File: src/rtl/hd_pkg.sv
package hd_pkg;
  localparam int BYP_CODE  = 0;
  localparam int RATIO_MIN = 2;

  // write value accepted as a ratio or as bypass
  function automatic logic ratio_ok(input int r, input logic fc, input int rmax);
    return ((r >= RATIO_MIN) && (r <= rmax)) || ((r == BYP_CODE) && fc);
  endfunction

  // ratios whose divider needs a realignment strobe
  function automatic logic needs_sync(input int r);
    return (r == 4) || (r == 5);
  endfunction

  // rising-edge cycles the output spends high (floor of N/2)
  function automatic int high_len(input int r);
    return r / 2;
  endfunction

  function automatic logic is_odd(input int r);
    return (r % 2) == 1;
  endfunction
endpackage

File: src/rtl/hd_ratio_ctrl.sv
module hd_ratio_ctrl #(
  parameter int RW        = 6,
  parameter int SETTLE    = 5,
  parameter int DEF_RATIO = 2
) (
  input  logic          clk,
  input  logic          rst_n,
  input  logic          full_chip,
  input  logic          cfg_wr,
  input  logic [RW-1:0] cfg_ratio,
  input  logic          resync,
  input  logic          pwr_dn,
  output logic          accept,
  output logic          apply,
  output logic          pending_q,
  output logic [RW-1:0] act_q,
  output logic [RW-1:0] act_nxt,
  output logic          synced_q,
  output logic          synced_nxt
);
  import hd_pkg::*;
  localparam int RMAX = (1 << RW) - 1;
  localparam int SW   = $clog2(SETTLE + 1);
  localparam logic [SW-1:0] SETTLE_V = SW'(SETTLE);
  localparam logic [SW-1:0] ONE_V    = SW'(1);

  logic [RW-1:0] pend_q;
  logic [SW-1:0] settle_q;

  always_comb begin
    accept  = cfg_wr && ratio_ok(int'(cfg_ratio), full_chip, RMAX);
    apply   = pending_q && (settle_q == ONE_V);
    act_nxt = apply ? pend_q : act_q;
    if (pwr_dn || apply)
      synced_nxt = 1'b0;
    else if (resync)
      synced_nxt = 1'b1;
    else
      synced_nxt = synced_q;
  end

  always_ff @(posedge clk) begin
    if (!rst_n) begin
      act_q     <= RW'(DEF_RATIO);
      pend_q    <= RW'(DEF_RATIO);
      pending_q <= 1'b0;
      settle_q  <= '0;
      synced_q  <= 1'b0;
    end else begin
      act_q    <= act_nxt;
      synced_q <= synced_nxt;
      if (accept) begin
        pend_q    <= cfg_ratio;
        settle_q  <= SETTLE_V;
        pending_q <= 1'b1;
      end else if (pending_q) begin
        settle_q <= settle_q - ONE_V;
        if (apply)
          pending_q <= 1'b0;
      end
    end
  end
endmodule

File: src/rtl/hd_div_core.sv
module hd_div_core #(
  parameter int RW = 6
) (
  input  logic          clk,
  input  logic          rst_n,
  input  logic [RW-1:0] ratio,
  input  logic          restart,
  input  logic          run,
  output logic [RW-1:0] cnt_q,
  output logic          pos_q,
  output logic          neg_q
);
  import hd_pkg::*;
  logic [RW-1:0] cnt_nxt;

  always_comb begin
    if (restart || !run)
      cnt_nxt = '0;
    else if (int'(cnt_q) >= int'(ratio) - 1)
      cnt_nxt = '0;
    else
      cnt_nxt = cnt_q + RW'(1);
  end

  always_ff @(posedge clk) begin
    if (!rst_n) begin
      cnt_q <= '0;
      pos_q <= 1'b0;
    end else begin
      cnt_q <= cnt_nxt;
      pos_q <= run && (int'(cnt_nxt) < high_len(int'(ratio)));
    end
  end

  // half-cycle retimed copy that stretches the high phase for odd ratios
  always_ff @(negedge clk) begin
    if (!rst_n)
      neg_q <= 1'b0;
    else
      neg_q <= pos_q;
  end
endmodule

File: src/rtl/halfduty_div.sv
module halfduty_div #(
  parameter int RW        = 6,
  parameter int SETTLE    = 5,
  parameter int DEF_RATIO = 2
) (
  input  logic          clk_in,
  input  logic          rst_n,
  input  logic          full_chip,
  input  logic          cfg_wr,
  input  logic [RW-1:0] cfg_ratio,
  input  logic          resync,
  input  logic          pwr_dn,
  output logic          clk_out,
  output logic          ratio_ready
);
  import hd_pkg::*;

  logic          accept, apply, pending_q, synced_q, synced_nxt;
  logic [RW-1:0] act_q, act_nxt, cnt_q;
  logic          pos_q, neg_q;
  logic          restart, run, bypass_q, odd_q;

  hd_ratio_ctrl #(.RW(RW), .SETTLE(SETTLE), .DEF_RATIO(DEF_RATIO)) ctrl_i (
    .clk(clk_in), .rst_n(rst_n), .full_chip(full_chip), .cfg_wr(cfg_wr),
    .cfg_ratio(cfg_ratio), .resync(resync), .pwr_dn(pwr_dn),
    .accept(accept), .apply(apply), .pending_q(pending_q),
    .act_q(act_q), .act_nxt(act_nxt), .synced_q(synced_q),
    .synced_nxt(synced_nxt)
  );

  always_comb begin
    restart = apply || (resync && !pwr_dn) || pwr_dn;
    run     = !pwr_dn && (int'(act_nxt) != BYP_CODE) &&
              !(needs_sync(int'(act_nxt)) && !synced_nxt);
  end

  hd_div_core #(.RW(RW)) core_i (
    .clk(clk_in), .rst_n(rst_n), .ratio(act_nxt), .restart(restart),
    .run(run), .cnt_q(cnt_q), .pos_q(pos_q), .neg_q(neg_q)
  );

  always_comb begin
    bypass_q    = (int'(act_q) == BYP_CODE) && !pwr_dn;
    odd_q       = is_odd(int'(act_q));
    ratio_ready = !pending_q && (!needs_sync(int'(act_q)) || synced_q);
    if (bypass_q)
      clk_out = clk_in;
    else if (odd_q)
      clk_out = pos_q | neg_q;
    else
      clk_out = pos_q;
  end
endmodule

File: config.mk
export PLATFORM = sky130hd
export DESIGN_NAME = halfduty_div
export DESIGN_NICKNAME = d
export VERILOG_FILES = /design/src/rtl/hd_pkg.sv /design/src/rtl/hd_ratio_ctrl.sv /design/src/rtl/hd_div_core.sv /design/src/rtl/halfduty_div.sv
export SDC_FILE = /design/constraint.sdc
export NUM_CORES = 1
export LEC_CHECK = 0
export BUFFER_PORTS_ARGS = -buffer_cell sky130_fd_sc_hd__clkbuf_2
export CAP_MARGIN = 20
export CORE_UTILIZATION = 50
export CTS_CLUSTER_DIAMETER = 200
export DETAILED_ROUTE_END_ITERATION = 8
export PLACE_DENSITY = 0.69
export SYNTH_ARGS = -nofsm -noshare
export SYNTH_HDL_FRONTEND = slang
export SYNTH_HIERARCHICAL = 1
export SYNTH_SLANG_ARGS = --single-unit
File: constraint.sdc
create_clock -name clk_in -period 4.25 [get_ports clk_in]
set_input_delay 0.425 -clock clk_in [delete_from_list [all_inputs] [get_ports clk_in]]
set_output_delay 0.425 -clock clk_in [all_outputs]
set_load 0.03 [all_outputs]
After elaboration in Yosys (flattened, before gate mapping)
Index checks and enable logic that the tools add are counted.
- bits of input ports: 12
- register bits after elaboration: 25
- word-level logic and storage cells: 63
- multiplexer cells: 12
- equal/unequal tests: 5
- reductions and logical operators: 29
- bitwise gates (word level): 2
- add/sub/neg operators: 3
- $lt $le $gt $ge: 3
- operators with widths (cell ; count):
    7-bit by 32-bit greater-or-equal comparator with 1-bit output ; 1
    6-bit by 4-bit == test with 1-bit output (second input constant) ; 4
    6-bit 2-to-1 mux ; 3
    6-bit zero test ; 2
    1-bit logical AND ; 10
    1-bit logical OR ; 8
    1-bit 2-to-1 mux ; 7
    6-bit by 1-bit subtractor with 7-bit output (second input constant) ; 1
    6-bit by 1-bit adder with 6-bit output (second input constant) ; 1
    6-bit by 2-bit greater-or-equal comparator with 1-bit output (second input constant) ; 1
    1-bit zero test ; 6
    6-bit by 5-bit less-than comparator with 1-bit output ; 1
    3-bit 2-to-1 mux ; 2
    6-bit nonzero test ; 1
    3-bit by 1-bit == test with 1-bit output (second input constant) ; 1
    3-bit by 1-bit subtractor with 3-bit output (second input constant) ; 1
    2-bit nonzero test ; 1
    2-bit OR reduction ; 1
    1-bit NOT ; 1
    1-bit bitwise OR ; 1

Longest topological paths before layout
- depth after elaboration: 13
- mapped depth: 17
- mapped depth without buffers: 17

By module
The synthesis kept the hierarchy.
- modules (own cells, without submodules) (module ; instances ; seq. area each (sq um) ; cells an instance ; area each (sq um)):
    hd_ratio_ctrl ; 1 ; 340.3 ; 74 ; 764.5
    hd_div_core ; 1 ; 160.2 ; 74 ; 645.6
    halfduty_div ; 1 ; 0.0 ; 13 ; 98.8

==> metrics.md <==
| Metric | Value |
|---|---|
| Dpl cell area | 1600 µm² |
| Cells on worst reg2reg path | 16 |
| Synth Register Bits | 25 |
| Post-route cell area | 1650 µm² |
| Endpoint class of the critical path | output pin |
| Area growth, synth to finish | 9.54% |
| RSZ-0062 raised after global routing | no |
| Share of cells above drive strength 1 | 0.196 |
| # nets final | 206 |
| Detailed Route Iter0 Violations | 69 |
| Max Fanout on Critical Path | 1 |
| Final hold vios | 0 |
| Final ANT Viol Nets | 0 |
| Worst path required time | 3.83 ns |
| Setup CP Type | flip-flop to output pin |
| Postcts setup bufs | 0 |
| Via/cell ratio | 5.69 |
| Power Total | 476 µW |
| CTS Hold Bufs | 0 |
| Avg Synthesized Cell Area | 9.37 µm² |
| Core Region | 2810 µm² |
| Sw Ratio | 0.272 |
| Async set or reset register ratio after synthesis | 0 |
| Number of synthesized flops with an enable pin | 0 |
| Buffers on Ports | 13 |
| Initial core utilization | 0.538 |
| Static leakage | 0.000721 µW |
| Post-synthesis sequential area ratio | 0.332 |
| Relative slew slack | 0.740 |
| Area share of the largest cell type after synthesis | 0.332 |
| YS warnings | 6 |
| GPL Wtd Cong | 0.962 |
| Setup_tns | 0 ns |
| Routing usage on met3 | 0.0635 |
| Die Y | 56.9 µm |
| Synth area leaders | dfxtp_1 (33%), ha_1 (12%), inv_1 (5.0%), mux2_2 (3.7%), nor2_1 (3.5%) |
| Max Clock Skew | 0.0617 ns |
| Synth area leader | dfxtp_1 |
| Synth unique cells | 42 |
| Post-CTS resize count | 0 |
| Measured slew at the worst slew-check pin | 0.387 ns |
| Largest net degree at the start of global routing | 18 |
| Startpoint Class | flip-flop |
| Most frequent cell after synthesis | dfxtp_1 |
| Drt drc | 3 |
| Num ports | 14 |
| Routed WL | 3070 µm |
| Filler Cell Count | 269 |
| GRT Util Overall | 0.217 |
| Power Density | 288 nW/µm² |
| Post-synth top flop | dfxtp_1 |
| Critical path arrival | 3.34 ns |
| CTS tree | done |
| Routed length per placed instance | 14.6 µm |
| DR vias | 1195 |
| Core Rows | 19 |
| Synth Net Count | 187 |
| GRT busiest layer | met2 |
| Clock power share | 0.328 |
| Worst hold path depth | 3 |
| Max Cap Viol | 0 |
| Initial antenna violation count | 0 |
| Net Sw Power | 130 µW |
| Int Pwr | 346 µW |
| Max VDD drop | 0.149 mV |
| Setup violators final | 0 |
| Grt met1 use | 0.232 |
| Die Area | 3240 µm² |
| Die W | 56.9 µm |
| Post-DP HPWL | 2460 µm |
| Vias in the first global route | 1257 |
| Insertion delay to the later sink of the worst-skew pair | 0.49 ns |
| Failing checks | DRC |
| ANT cells | 0 |
| Fin. max-slew vios | 0 |
| Status | finished, violations left |
| Combinational share of power | 0.141 |
| DRT Pass-1 Iters | 6 |
| First-pass GRT wire length | 5300 µm |
| Post-synth top cells | dfxtp_1 (25), inv_1 (20), ha_1 (14), nor2_1 (14), nand2_1 (10) |
| Worst Hold Class | input pin to flip-flop |
| M2 GR Usage | 0.390 |
| Post-synthesis cell count | 161 |
| Clock Pin Slew Worst Setup and Hold Paths | 0.13 ns |
| Post-Syn Area | 1510 µm² |
| Gr ovfl total | 0 |
| Sequential share of power | 0.531 |
-- cell type report --
cell class	instances	area, µm²	share of cell area
Clock buffer	8	53.8	0.0326
Clock inverter	1	3.75	0.00227
Inverter	19	71.3	0.0431
Multi-Input combinational cell	114	925	0.559
Sequential cell	25	500	0.303
Tap cell	31	38.8	0.0235
Timing Repair Buffer	12	60.1	0.0363
-- worst paths after layout --
kind	from	to	slack [ns]
setup reg to reg	ctrl_i/settle_q[1]$_SDFFE_PP0P_	core_i/pos_q$_SDFF_PN0_	0.59
hold / removal	cfg_ratio[0]	ctrl_i/pend_q[0]$_SDFFE_PN0P_	0.22
hold reg to reg	ctrl_i/pend_q[2]$_SDFFE_PN0P_	ctrl_i/pend_q[2]$_SDFFE_PN0P_	0.49
setup / recovery	core_i/neg_q$_SDFF_NN0_	clk_out	0.48
-- registers in the layout (all words and copies together), names as in the netlist --
signal            cells
core_i/pos_q          1
ctrl_i/settle_q       3
core_i/cnt_q          6
ctrl_i/pending_q      1
ctrl_i/act_q          6
core_i/neg_q          1
ctrl_i/pend_q         6
ctrl_i/synced_q       1
-- kinds of logic after synthesis --
group | after synthesis | synth area share
buffers and inverters | 22 | 0.0555
multiplexers | 11 | 0.0804
AND/OR/NAND/NOR | 55 | 0.227
flip-flops | 25 | 0.332
adder cells (fa/ha/maj) | 14 | 0.116
AO/OA/AOI/OAI | 24 | 0.131
XOR/XNOR | 10 | 0.0580
-- through the flow --
stage	hold WS, ns	setup WS (ns)	instances	utilization
after floorplan	0.432	0.967	161	-
after global placement	0.461	0.715	203	0.572
after detailed placement	0.469	0.651	203	0.572
after CTS	0.207	0.458	210	0.589
after global routing	0.226	0.369	210	0.589
final	0.220	0.482	210	0.589
-- power by group through the flow --
stage	Clock (µW)	Combinational (µW)	Sequential, µW
after global routing	176	76.1	254
after CTS	165	67.5	253
after floorplan	8.37	49.7	255
after global placement	9.12	64.7	258
after detailed placement	9.12	67.2	258
final	156	67.2	253
-- cell usage in the layout, fill, tap and decap left out, drive strengths merged, types with 10 or more instances in the layout --
cell / n
nor2: 14
dfxtp: 25
ha: 14
clkbuf: 20
inv: 20
nand2: 10
-- routing by layer --
| metal | share of wire | wire, µm |
|---|---|---|
| met5 | 0 | 0 |
| met4 | 0.019 | 57 |
| met3 | 0.034 | 103 |
| met2 | 0.51 | 1560 |
| met1 | 0.44 | 1350 |
-- worst max-delay path, cell delays in order (launching register included) --
cell	delay, ns
dfxtp_1	0.30
nor2_1	0.04
nand2_1	0.06
o311a_1	0.14
clkbuf_2	0.20
(Power assumes the default switching activity.)
